==> config.mk <==
export PLATFORM = sky130hd
export DESIGN_NAME = bootStrapCtl
export DESIGN_NICKNAME = d
export VERILOG_FILES = /design/src/rtl/bootStrapPkg.sv /design/src/rtl/bootStrapCtrl.sv /design/src/rtl/bootStrapDp.sv /design/src/rtl/bootStrapCtl.sv
export SDC_FILE = /design/constraint.sdc
export NUM_CORES = 1
export LEC_CHECK = 0
export BUFFER_PORTS_ARGS = -buffer_cell sky130_fd_sc_hd__buf_4
export CAP_MARGIN = 20
export CORE_ASPECT_RATIO = 0.75
export CORE_MARGIN = 2
export CORE_UTILIZATION = 55
export DETAILED_ROUTE_END_ITERATION = 10
export MAX_ROUTING_LAYER = met4
export PLACE_DENSITY_LB_ADDON = 0.3
export SLEW_MARGIN = 20
export SYNTH_ARGS = -nofsm -noshare
export SYNTH_HDL_FRONTEND = slang
export SYNTH_SLANG_ARGS = --single-unit
==> constraint.sdc <==
create_clock -name clk -period 1.2 [get_ports clk]
set_input_delay 0.06 -clock clk [delete_from_list [all_inputs] [get_ports clk]]
set_output_delay 0.06 -clock clk [all_outputs]
set_load 0.05 [all_outputs]
==> src/rtl/bootStrapPkg.sv <==
package bootStrapPkg;
  localparam int PIN_COUNT  = 5;
  localparam int IF_COUNT   = 3;
  localparam int PORT_COUNT = 4;
  localparam int FUNC_W     = 2;

  typedef enum logic [1:0] {
    MODE_PAR  = 2'b00,
    MODE_SER  = 2'b01,
    MODE_SPI  = 2'b10,
    MODE_SOLO = 2'b11
  } bootMode_e;

  typedef enum logic [FUNC_W-1:0] {
    FN_GPIO   = 2'b00,
    FN_EEPROM = 2'b01,
    FN_UART   = 2'b10,
    FN_OTGID  = 2'b11
  } pinFunc_e;

  typedef struct packed {
    logic capture;
    logic apply;
  } ctlStrobes_t;

  // Pin index i stands for GPIO(27+i)
  function automatic pinFunc_e soloFunc(input int idx);
    case (idx)
      4, 3:    return FN_EEPROM;
      2:       return FN_OTGID;
      default: return FN_UART;
    endcase
  endfunction

  function automatic logic soloDrive(input int idx);
    return (idx == 4) || (idx == 3) || (idx == 1);
  endfunction
endpackage

==> src/rtl/bootStrapCtrl.sv <==
module bootStrapCtrl
  import bootStrapPkg::*;
#(
  parameter int WINDOW_CYCLES = 375000
) (
  input  logic        clk,
  input  logic        rstN,
  output logic        sysRstN,
  output ctlStrobes_t strobes,
  output logic        bootDone
);
  localparam int CW = $clog2(WINDOW_CYCLES + 1);
  localparam logic [CW-1:0] WIN_LAST = CW'(WINDOW_CYCLES - 1);

  typedef enum logic [1:0] {ST_CAPT, ST_WAIT, ST_DONE} state_e;

  logic [1:0]    rstSync;
  state_e        state;
  logic [CW-1:0] winCnt;

  // Reset asserts at once and releases on the second clock edge
  always_ff @(posedge clk or negedge rstN) begin
    if (!rstN) rstSync <= '0;
    else       rstSync <= {rstSync[0], 1'b1};
  end
  assign sysRstN = rstSync[1];

  always_ff @(posedge clk or negedge sysRstN) begin
    if (!sysRstN) begin
      state  <= ST_CAPT;
      winCnt <= '0;
    end else begin
      case (state)
        ST_CAPT: begin
          state  <= ST_WAIT;
          winCnt <= '0;
        end
        ST_WAIT: begin
          if (winCnt == WIN_LAST) state <= ST_DONE;
          else                    winCnt <= winCnt + 1'b1;
        end
        default: state <= ST_DONE;
      endcase
    end
  end

  always_comb begin
    strobes.capture = sysRstN && (state == ST_CAPT);
    strobes.apply   = (state == ST_DONE);
  end
  assign bootDone = strobes.apply;


  done_sticky_chk: assert property (@(posedge clk) disable iff (!sysRstN)
    bootDone |=> bootDone);


  window_bound_chk: assert property (@(posedge clk) disable iff (!sysRstN)
    winCnt <= WIN_LAST);


  capture_once_chk: assert property (@(posedge clk) disable iff (!sysRstN)
    strobes.capture |=> !strobes.capture);
endmodule

==> src/rtl/bootStrapDp.sv <==
module bootStrapDp
  import bootStrapPkg::*;
#(
  parameter int ID_DEBOUNCE = 16
) (
  input  logic                      clk,
  input  logic                      sysRstN,
  input  ctlStrobes_t               strobes,
  input  logic [1:0]                strapPin,
  input  logic                      otgIdPin,
  output logic [1:0]                bootMode,
  output logic [IF_COUNT-1:0]       hostIfEn,
  output logic [PIN_COUNT*FUNC_W-1:0] pinFunc,
  output logic [PIN_COUNT-1:0]      pinOutEn,
  output logic [PORT_COUNT-1:0]     portIsHost
);
  localparam int DW = $clog2(ID_DEBOUNCE + 1);
  localparam logic [DW-1:0] DB_LAST = DW'(ID_DEBOUNCE - 1);

  logic [1:0]    strapS0, strapS1;
  logic [1:0]    idSync;
  bootMode_e     modeReg;
  logic          idStable;
  logic [DW-1:0] dbCnt;
  logic          solo;

  always_ff @(posedge clk) begin
    strapS0 <= strapPin;
    strapS1 <= strapS0;
    idSync  <= {idSync[0], otgIdPin};
  end

  always_ff @(posedge clk or negedge sysRstN) begin
    if (!sysRstN)             modeReg <= MODE_PAR;
    else if (strobes.capture) modeReg <= bootMode_e'(strapS1);
  end
  assign bootMode = modeReg;

  always_ff @(posedge clk or negedge sysRstN) begin
    if (!sysRstN) begin
      idStable <= 1'b1;
      dbCnt    <= '0;
    end else if (idSync[1] != idStable) begin
      if (dbCnt == DB_LAST) begin
        idStable <= idSync[1];
        dbCnt    <= '0;
      end else begin
        dbCnt <= dbCnt + 1'b1;
      end
    end else begin
      dbCnt <= '0;
    end
  end

  assign solo = strobes.apply && (modeReg == MODE_SOLO);

  for (genvar g = 0; g < IF_COUNT; g++) begin : gIf
    assign hostIfEn[g] = strobes.apply && (modeReg == bootMode_e'(g));
  end

  for (genvar p = 0; p < PIN_COUNT; p++) begin : gPin
    assign pinFunc[p*FUNC_W +: FUNC_W] = solo ? soloFunc(p) : FN_GPIO;
    assign pinOutEn[p]                 = solo && soloDrive(p);
  end

  assign portIsHost = {{(PORT_COUNT-1){1'b0}}, solo && !idStable};


  always @(posedge clk) begin
    if (!sysRstN) begin
      quiet_reset_chk: assert (hostIfEn == '0 && pinOutEn == '0 && portIsHost == '0)
        else $error("outputs active in reset");
    end
  end


  mode_hold_chk: assert property (@(posedge clk) disable iff (!sysRstN)
    !strobes.capture |=> $stable(modeReg));


  one_if_chk: assert property (@(posedge clk) disable iff (!sysRstN)
    $onehot0(hostIfEn));


  solo_no_if_chk: assert property (@(posedge clk) disable iff (!sysRstN)
    (strobes.apply && modeReg == MODE_SOLO) |-> hostIfEn == '0);


  other_ports_chk: assert property (@(posedge clk) disable iff (!sysRstN)
    portIsHost[PORT_COUNT-1:1] == '0);


  debounce_gate_chk: assert property (@(posedge clk) disable iff (!sysRstN)
    (idStable != $past(idStable)) |-> $past(dbCnt) == DB_LAST);
endmodule

==> src/rtl/bootStrapCtl.sv <==
module bootStrapCtl
  import bootStrapPkg::*;
#(
  parameter int CLK_FREQ_HZ = 125000000,
  parameter int WINDOW_US   = 3000,
  parameter int ID_DEBOUNCE = 16
) (
  input  logic        clk,
  input  logic        rstN,
  input  logic [1:0]  strapPin,
  input  logic        otgIdPin,
  output logic [1:0]  bootMode,
  output logic        bootDone,
  output logic [2:0]  hostIfEn,
  output logic [9:0]  pinFunc,
  output logic [4:0]  pinOutEn,
  output logic [3:0]  portIsHost
);
  localparam int WINDOW_CYCLES = CLK_FREQ_HZ / 1000000 * WINDOW_US;

  logic        sysRstN;
  ctlStrobes_t strobes;

  bootStrapCtrl #(.WINDOW_CYCLES(WINDOW_CYCLES)) uCtrl (
    .clk      (clk),
    .rstN     (rstN),
    .sysRstN  (sysRstN),
    .strobes  (strobes),
    .bootDone (bootDone)
  );

  bootStrapDp #(.ID_DEBOUNCE(ID_DEBOUNCE)) uDp (
    .clk        (clk),
    .sysRstN    (sysRstN),
    .strobes    (strobes),
    .strapPin   (strapPin),
    .otgIdPin   (otgIdPin),
    .bootMode   (bootMode),
    .hostIfEn   (hostIfEn),
    .pinFunc    (pinFunc),
    .pinOutEn   (pinOutEn),
    .portIsHost (portIsHost)
  );
endmodule

# ---- Word level (Yosys, flattened, before mapping)
# Index checks and enable logic that the tools add are counted.
dict set report word_totals {
  reg_bits 37
  latchBits 0
  mem_bits_rw 0
  rom_bits 0
  output_inout_bits 25
  wordCells 42
  mem_count 0
}
dict set report op_classes {
  n_addsub 2
  multipliers 0
  div 0
  order_cmp 0
  n_eq_ne 10
  shift 0
  mux 9
  bitwise 0
  n_reduce_logical 12
}
# op count
set op_table {}
lappend op_table {{$pmux 19 s2} 1}
lappend op_table {{$add 19x1->19 const B} 1}
lappend op_table {{$eq 19x19->1 const B} 1}
lappend op_table {{$mux 19} 1}
lappend op_table {{$mux 5} 2}
lappend op_table {{$eq 2x2->1 const B} 3}
lappend op_table {{$logic_and 1x1->1} 6}
lappend op_table {{$mux 2} 3}
lappend op_table {{$add 5x1->5 const B} 1}
lappend op_table {{$eq 5x4->1 const B} 1}
lappend op_table {{$eq 2x1->1 const B} 2}
lappend op_table {{$logic_not 2->1} 2}
lappend op_table {{$pmux 2 s2} 1}
lappend op_table {{$reduce_and 2->1} 2}
lappend op_table {{$ne 2x1->1 const B} 1}
lappend op_table {{$ne 2x2->1 const B} 1}
lappend op_table {{$reduce_bool 2->1} 1}
lappend op_table {{$logic_not 1->1} 1}
lappend op_table {{$mux 1} 1}
lappend op_table {{$ne 1x1->1} 1}

# ---- Longest topological paths before layout
dict set report depth {
  ltp_word 3
  depth_mapped 6
  mapped_depth_nobuf 6
}

# ---- By module
# A second synthesis with hierarchy kept.
dict set report hier_totals {
  hier_cells 190
  area_unflattened_um2 1839.3
}
# module n_inst cells_each area_per_inst_um2 seq_area_each_um2
set modules_own_cells {}
lappend modules_own_cells {bootStrapCtrl 1 135 1217.4 575.6}
lappend modules_own_cells {bootStrapDp 1 55 621.8 321.6}

# ---- Worst setup path after synthesis
# Ideal clock, no wire load.
dict set report synth_path {
  path_type {flip-flop to output port}
  start {register uCtrl.state[0]}
  end {output portIsHost[0]}
  arrival_ps 2362
  required_time_ps 1140
  slack_ps -1222
  stages_incl_launch_ff 5
  path_buffers 1
  cell_sequence {dfrtp_1 > buf_6 > nor2_1 > and3_1 > nor2b_1}
}
dict set report synth_between {
  elab_chain_cells 3
}
# element line_no
set synth_lines {}
lappend synth_lines {{start: declaration} bootStrapCtrl.sv:18} ;# state_e state;
lappend synth_lines {{start signal: assignment} bootStrapCtrl.sv:30} ;# state <= ST_CAPT;
lappend synth_lines {{start signal: assignment} bootStrapCtrl.sv:35} ;# state <= ST_WAIT;
lappend synth_lines {{start signal: assignment} bootStrapCtrl.sv:39} ;# if (winCnt == WIN_LAST) state <= ST_DONE;
lappend synth_lines {{$eq 2x2->1} bootStrapCtrl.sv:49} ;# strobes.apply = (state == ST_DONE);
lappend synth_lines {{named net bootDone} bootStrapCtl.sv:13} ;# output logic bootDone,
lappend synth_lines {{$logic_and 1x1->1} bootStrapDp.sv:55} ;# assign solo = strobes.apply && (modeReg == MODE_SOLO);
lappend synth_lines {{named net uDp.solo} bootStrapDp.sv:25} ;# logic solo;
lappend synth_lines {{$logic_and 1x1->1} bootStrapDp.sv:66} ;# assign portIsHost = {{(PORT_COUNT-1){1'b0}}, solo && !idStable};
lappend synth_lines {{end: declaration} bootStrapCtl.sv:17} ;# output logic [3:0] portIsHost
# The timed path passes the listed nets, and every way through them passes these cells.

# ---- Final worst setup path
dict set report layout_path {
  start {register uCtrl.winCnt[14]}
  end {register uCtrl.winCnt[1]}
}
dict set report layout_between {
  elab_chain_cells 3
}
# element line_no
set layout_lines {}
lappend layout_lines {{start: declaration} bootStrapCtrl.sv:19} ;# logic [CW-1:0] winCnt;
lappend layout_lines {{start signal: assignment} bootStrapCtrl.sv:40} ;# else winCnt <= winCnt + 1'b1;
lappend layout_lines {{$eq 19x19->1} bootStrapCtrl.sv:39}
lappend layout_lines {{$ne 2x2->1 (no line)} -}
lappend layout_lines {{$reduce_and 2->1 (no line)} -}
# No other way between the ends.
# A chain may end at the register's enable or synchronous reset.

==> flow_summary.json <==
{
  "dp_hpwl_mm": 3.147,
  "p_sw_uw": 606.7,
  "hold_path_class": "in -> async",
  "cp_num_buf_inv": 1,
  "grt_pass1_wl_mm": 9.328,
  "rr_worst_depth": 6,
  "insertion_delay_ns": 0.30,
  "ff_latch_area_um2": 905.9,
  "tritoncts": "built",
  "required_ns": 1.42,
  "syn2layout_area_growth_pct": 64.29,
  "drtIter0Drc": 237,
  "antenna_found_initial": 0,
  "wl_mm": 7.365,
  "core-area_um2": 3288,
  "clock-sinks": 37,
  "drc": 0,
  "reg2reg_to": "uCtrl.winCnt[1]",
  "powerDensity_nw_per_um2": 777.5,
  "seq_power_share_pct": 54.1,
  "synth_ff_type": "dfrtp_1",
  "swShare_pct": 25.29,
  "vdd_ir_drop_max_v": 0.001012,
  "nNetsFinal": 271,
  "layout_setup_ws_ns": -0.8951,
  "clockBufferDepth": 2,
  "path_class": "reg -> reg",
  "synth_edf_count": 0,
  "finalCritPeriodShare_pct": 174.6,
  "setup-violations-final": 37,
  "syn_area_um2": 1878,
  "multi_input_area_um2": 1151,
  "cts-htree-levels": 2,
  "yosys_warnings": 0,
  "grt_pass1_vias": 1837,
  "initial_core_util_pct": 57.12,
  "overflow": 0,
  "worst_path_largest_cell_delay_ns": 0.54,
  "slowest_stage": "or4_1",
  "synth_seq_area_share_pct": 47.77,
  "port_buffers": 20,
  "final_layout_size_suffix_gt1_share_pct": 57.36,
  "num_rows": 18,
  "final_util_pct": 93.84,
  "rsz0062_at_grt": "yes",
  "r2r-start": "uCtrl.winCnt[14]",
  "path_delay_family": "simple AND/OR/NAND/NOR gates",
  "status": "complete, but fails checks",
  "whs_ns": 0.09192,
  "p_comb_share_pct": 7.4,
  "ant_nets": 0,
  "dieArea_um2": 3903,
  "crit_path_end_kind": "flip-flop",
  "die_h_um": 54.61,
  "fin_skew_ns": 0.01149,
  "cts_inserted_buffers": 5,
  "critical_path_arrival_ns": 2.32,
  "clockPowerShare_pct": 38.5,
  "finalInstanceArea_um2": 3085,
  "syn_avg_cell_area_um2": 10.10,
  "grt_use_total_pct": 34.50,
  "cts-root-buf": "clkbuf_8",
  "io_pins": 30,
  "num_vias": 1949,
  "intPower_uw": 1792,
  "die_w_um": 71.48,
  "cp_cell_sequence": "or4_1, or3_4, nor4_4, buf_6, and3_2, a221o_1",
  "fmax_mhz": 477.3,
  "violations": "setup timing",
  "wl_per_cell_um": 24.15,
  "postPlaceCellArea_um2": 2362,
  "fillerInstances": 89,
  "cellLeakagePower_uw": 0.001454,
  "netlist-cell-type-count": 39,
  "firstDrtPassIters": 6,
  "setup.worst_path.start_class": "flip-flop",
  "cap_violations": 0,
  "hold_viol_final": 0,
  "synth-seq-cells": 37,
  "synthCells": 186,
  "reg2reg_slack_ns": -0.90,
  "finalSetupTns_ns": -18.12,
  "grt_max_degree": 30,
  "crit_fanout": 7,
  "num_antenna_cells": 0,
  "maxSlewViolCount": 0,
  "async_flop_share_pct": 83.78,
  "gp_congestion": 0.8874,
  "worstSetupStartpoint": "uCtrl.winCnt[14]",
  "fin_crit_ns": 2.095,
  "vias_per_cell": 6.390,
  "clkTransAtPathRegs_ns": 0.08
}
layer usage:
layer | global-route usage [%] | wire length [um] | share of wire [%]
met5 | - | 0 | 0
met3 | 7.919 | 652 | 8.9
met1 | 38.53 | 2738 | 37
met4 | 16.98 | 317 | 4.3
met2 | 60.03 | 3656 | 50
synthesized netlist by cell type (2+ instances only):
| cell | count | area share (%) |
|---|---|---|
| a21oi_1 | 3 | 0.80 |
| a22o_1 | 6 | 2.8 |
| and2_1 | 2 | 0.67 |
| and3_1 | 5 | 1.7 |
| and3_2 | 2 | 0.80 |
| buf_4 | 18 | 7.2 |
| clkbuf_1 | 3 | 0.60 |
| clkbuf_8 | 2 | 1.5 |
| conb_1 | 2 | 0.40 |
| dfrtp_1 | 30 | 40 |
| dfxtp_1 | 6 | 6.4 |
| ha_1 | 2 | 1.3 |
| inv_1 | 3 | 0.60 |
| mux2_2 | 8 | 4.8 |
| mux2i_1 | 4 | 2.1 |
| nand2_1 | 19 | 3.8 |
| nand3_1 | 18 | 4.8 |
| nand4_1 | 2 | 0.67 |
| nor2_1 | 13 | 2.6 |
| nor3_1 | 3 | 0.80 |
| nor4_1 | 3 | 1.0 |
| o211ai_1 | 3 | 1.2 |
| o21ai_0 | 7 | 1.9 |
| or4_1 | 4 | 1.6 |
| or4_2 | 2 | 0.93 |
| xor2_1 | 3 | 1.4 |
worst register-to-register path: stages (launching register included):
cell and delay, ns:
dfrtp_1 0.40, or4_1 0.54, or3_4 0.35, nor4_4 0.20
buf_6 0.19, and3_2 0.18, a221o_1 0.14
area by class of cell:
cell class                      instances  area share [%]
Clock buffer                            8           2.920
Inverter                                3          0.3650
Multi-Input combinational cell        130           37.31
Sequential cell                        37           29.36
Tap cell                               40           1.622
Timing Repair Buffer                   87           28.43
per-stage QoR:
stage | worst slack (ns) | total power (uW) | instances
after floorplan | -0.8772 | 1440 | 194
after global placement | -0.7418 | 1451 | 270
after detailed placement | -0.8244 | 1458 | 270
after CTS | -0.7606 | 2342 | 296
after global routing | -0.9423 | 2468 | 305
final | -0.8951 | 2399 | 305
cells by family (layout without fill, tap and decap cells):
| family | Yosys count | in the layout | share of synthesized area, % |
|---|---|---|---|
| AND/OR/NAND/NOR | 81 | 81 | 23.65 |
| flip-flops | 37 | 37 | 47.77 |
| buffers and inverters | 27 | 98 | 10.46 |
| AO/OA/AOI/OAI | 22 | 22 | 8.061 |
| multiplexers | 12 | 12 | 6.929 |
| XOR/XNOR | 3 | 3 | 1.399 |
| adder cells (fa/ha/maj) | 2 | 2 | 1.332 |
| other | 2 | 10 | 0.3999 |
power by group through the flow:
| stage | registers, uW | logic [uW] | clock network [uW] |
|---|---|---|---|
| 2_1_floorplan | 1340 | 104 | 0 |
| 3_3_place_gp | 1310 | 141 | 0 |
| 3_5_place_dp | 1310 | 145 | 0 |
| 4_1_cts | 1290 | 160 | 891 |
| 5_1_grt | 1300 | 189 | 981 |
| 6_report | 1300 | 179 | 924 |
worst max-delay path by stage:
stage / end / cells past startpoint
floorplan: uCtrl.winCnt[1] / 5
global placement: uCtrl.winCnt[1] / 6
detailed placement: uCtrl.winCnt[1] / 6
CTS: uCtrl.winCnt[1] / 6
global route: uCtrl.winCnt[3] / 6
finish: uCtrl.winCnt[1] / 6
repair_timing:
action / 4_1_cts / 5_1_grt
gates resized for setup: 76 / 23
endpoints found under the setup margin: 39 / 41
endpoints found under the hold margin: 5 / 0
pin swaps: 27 / 10
hold buffers: 4 / 0
buffers inserted: 17 / 12
state kept, by name, summed over array words and instances (netlist names):
register and cells:
uDp.strapS1 2, uDp.idStable 1, uDp.strapS0 2, uCtrl.rstSync 2, uCtrl.state 2, uCtrl.winCnt 19, uDp.idSync 2, uDp.bootMode 2
uDp.dbCnt 5
layout by cell type, fill, tap and decap left out, drive strengths merged:
| cell | n |
|---|---|
| or4 | 6 |
| dfrtp | 30 |
| dfstp | 1 |
| nor4 | 4 |
| xor2 | 3 |
| nor2b | 1 |
| ha | 2 |
| or3 | 1 |
| dfxtp | 6 |
| inv | 3 |
| a31oi | 1 |
| clkbuf | 8 |
| a22o | 6 |
| a311o | 1 |
| nand4 | 2 |
| nor4b | 1 |
| a21oi | 3 |
| o21ai | 7 |
| nand3 | 18 |
| nand2b | 1 |
| mux2i | 4 |
| conb | 10 |
| o211ai | 3 |
| nand2 | 19 |
| and2 | 2 |
| nor2 | 13 |
| or4b | 1 |
| buf | 83 |
| dlygate4sd3 | 4 |
| nor4bb | 1 |
| mux2 | 8 |
| nor3 | 3 |
| and3 | 7 |
| nor3b | 1 |
| a221o | 1 |
(Power assumes the default switching activity.)
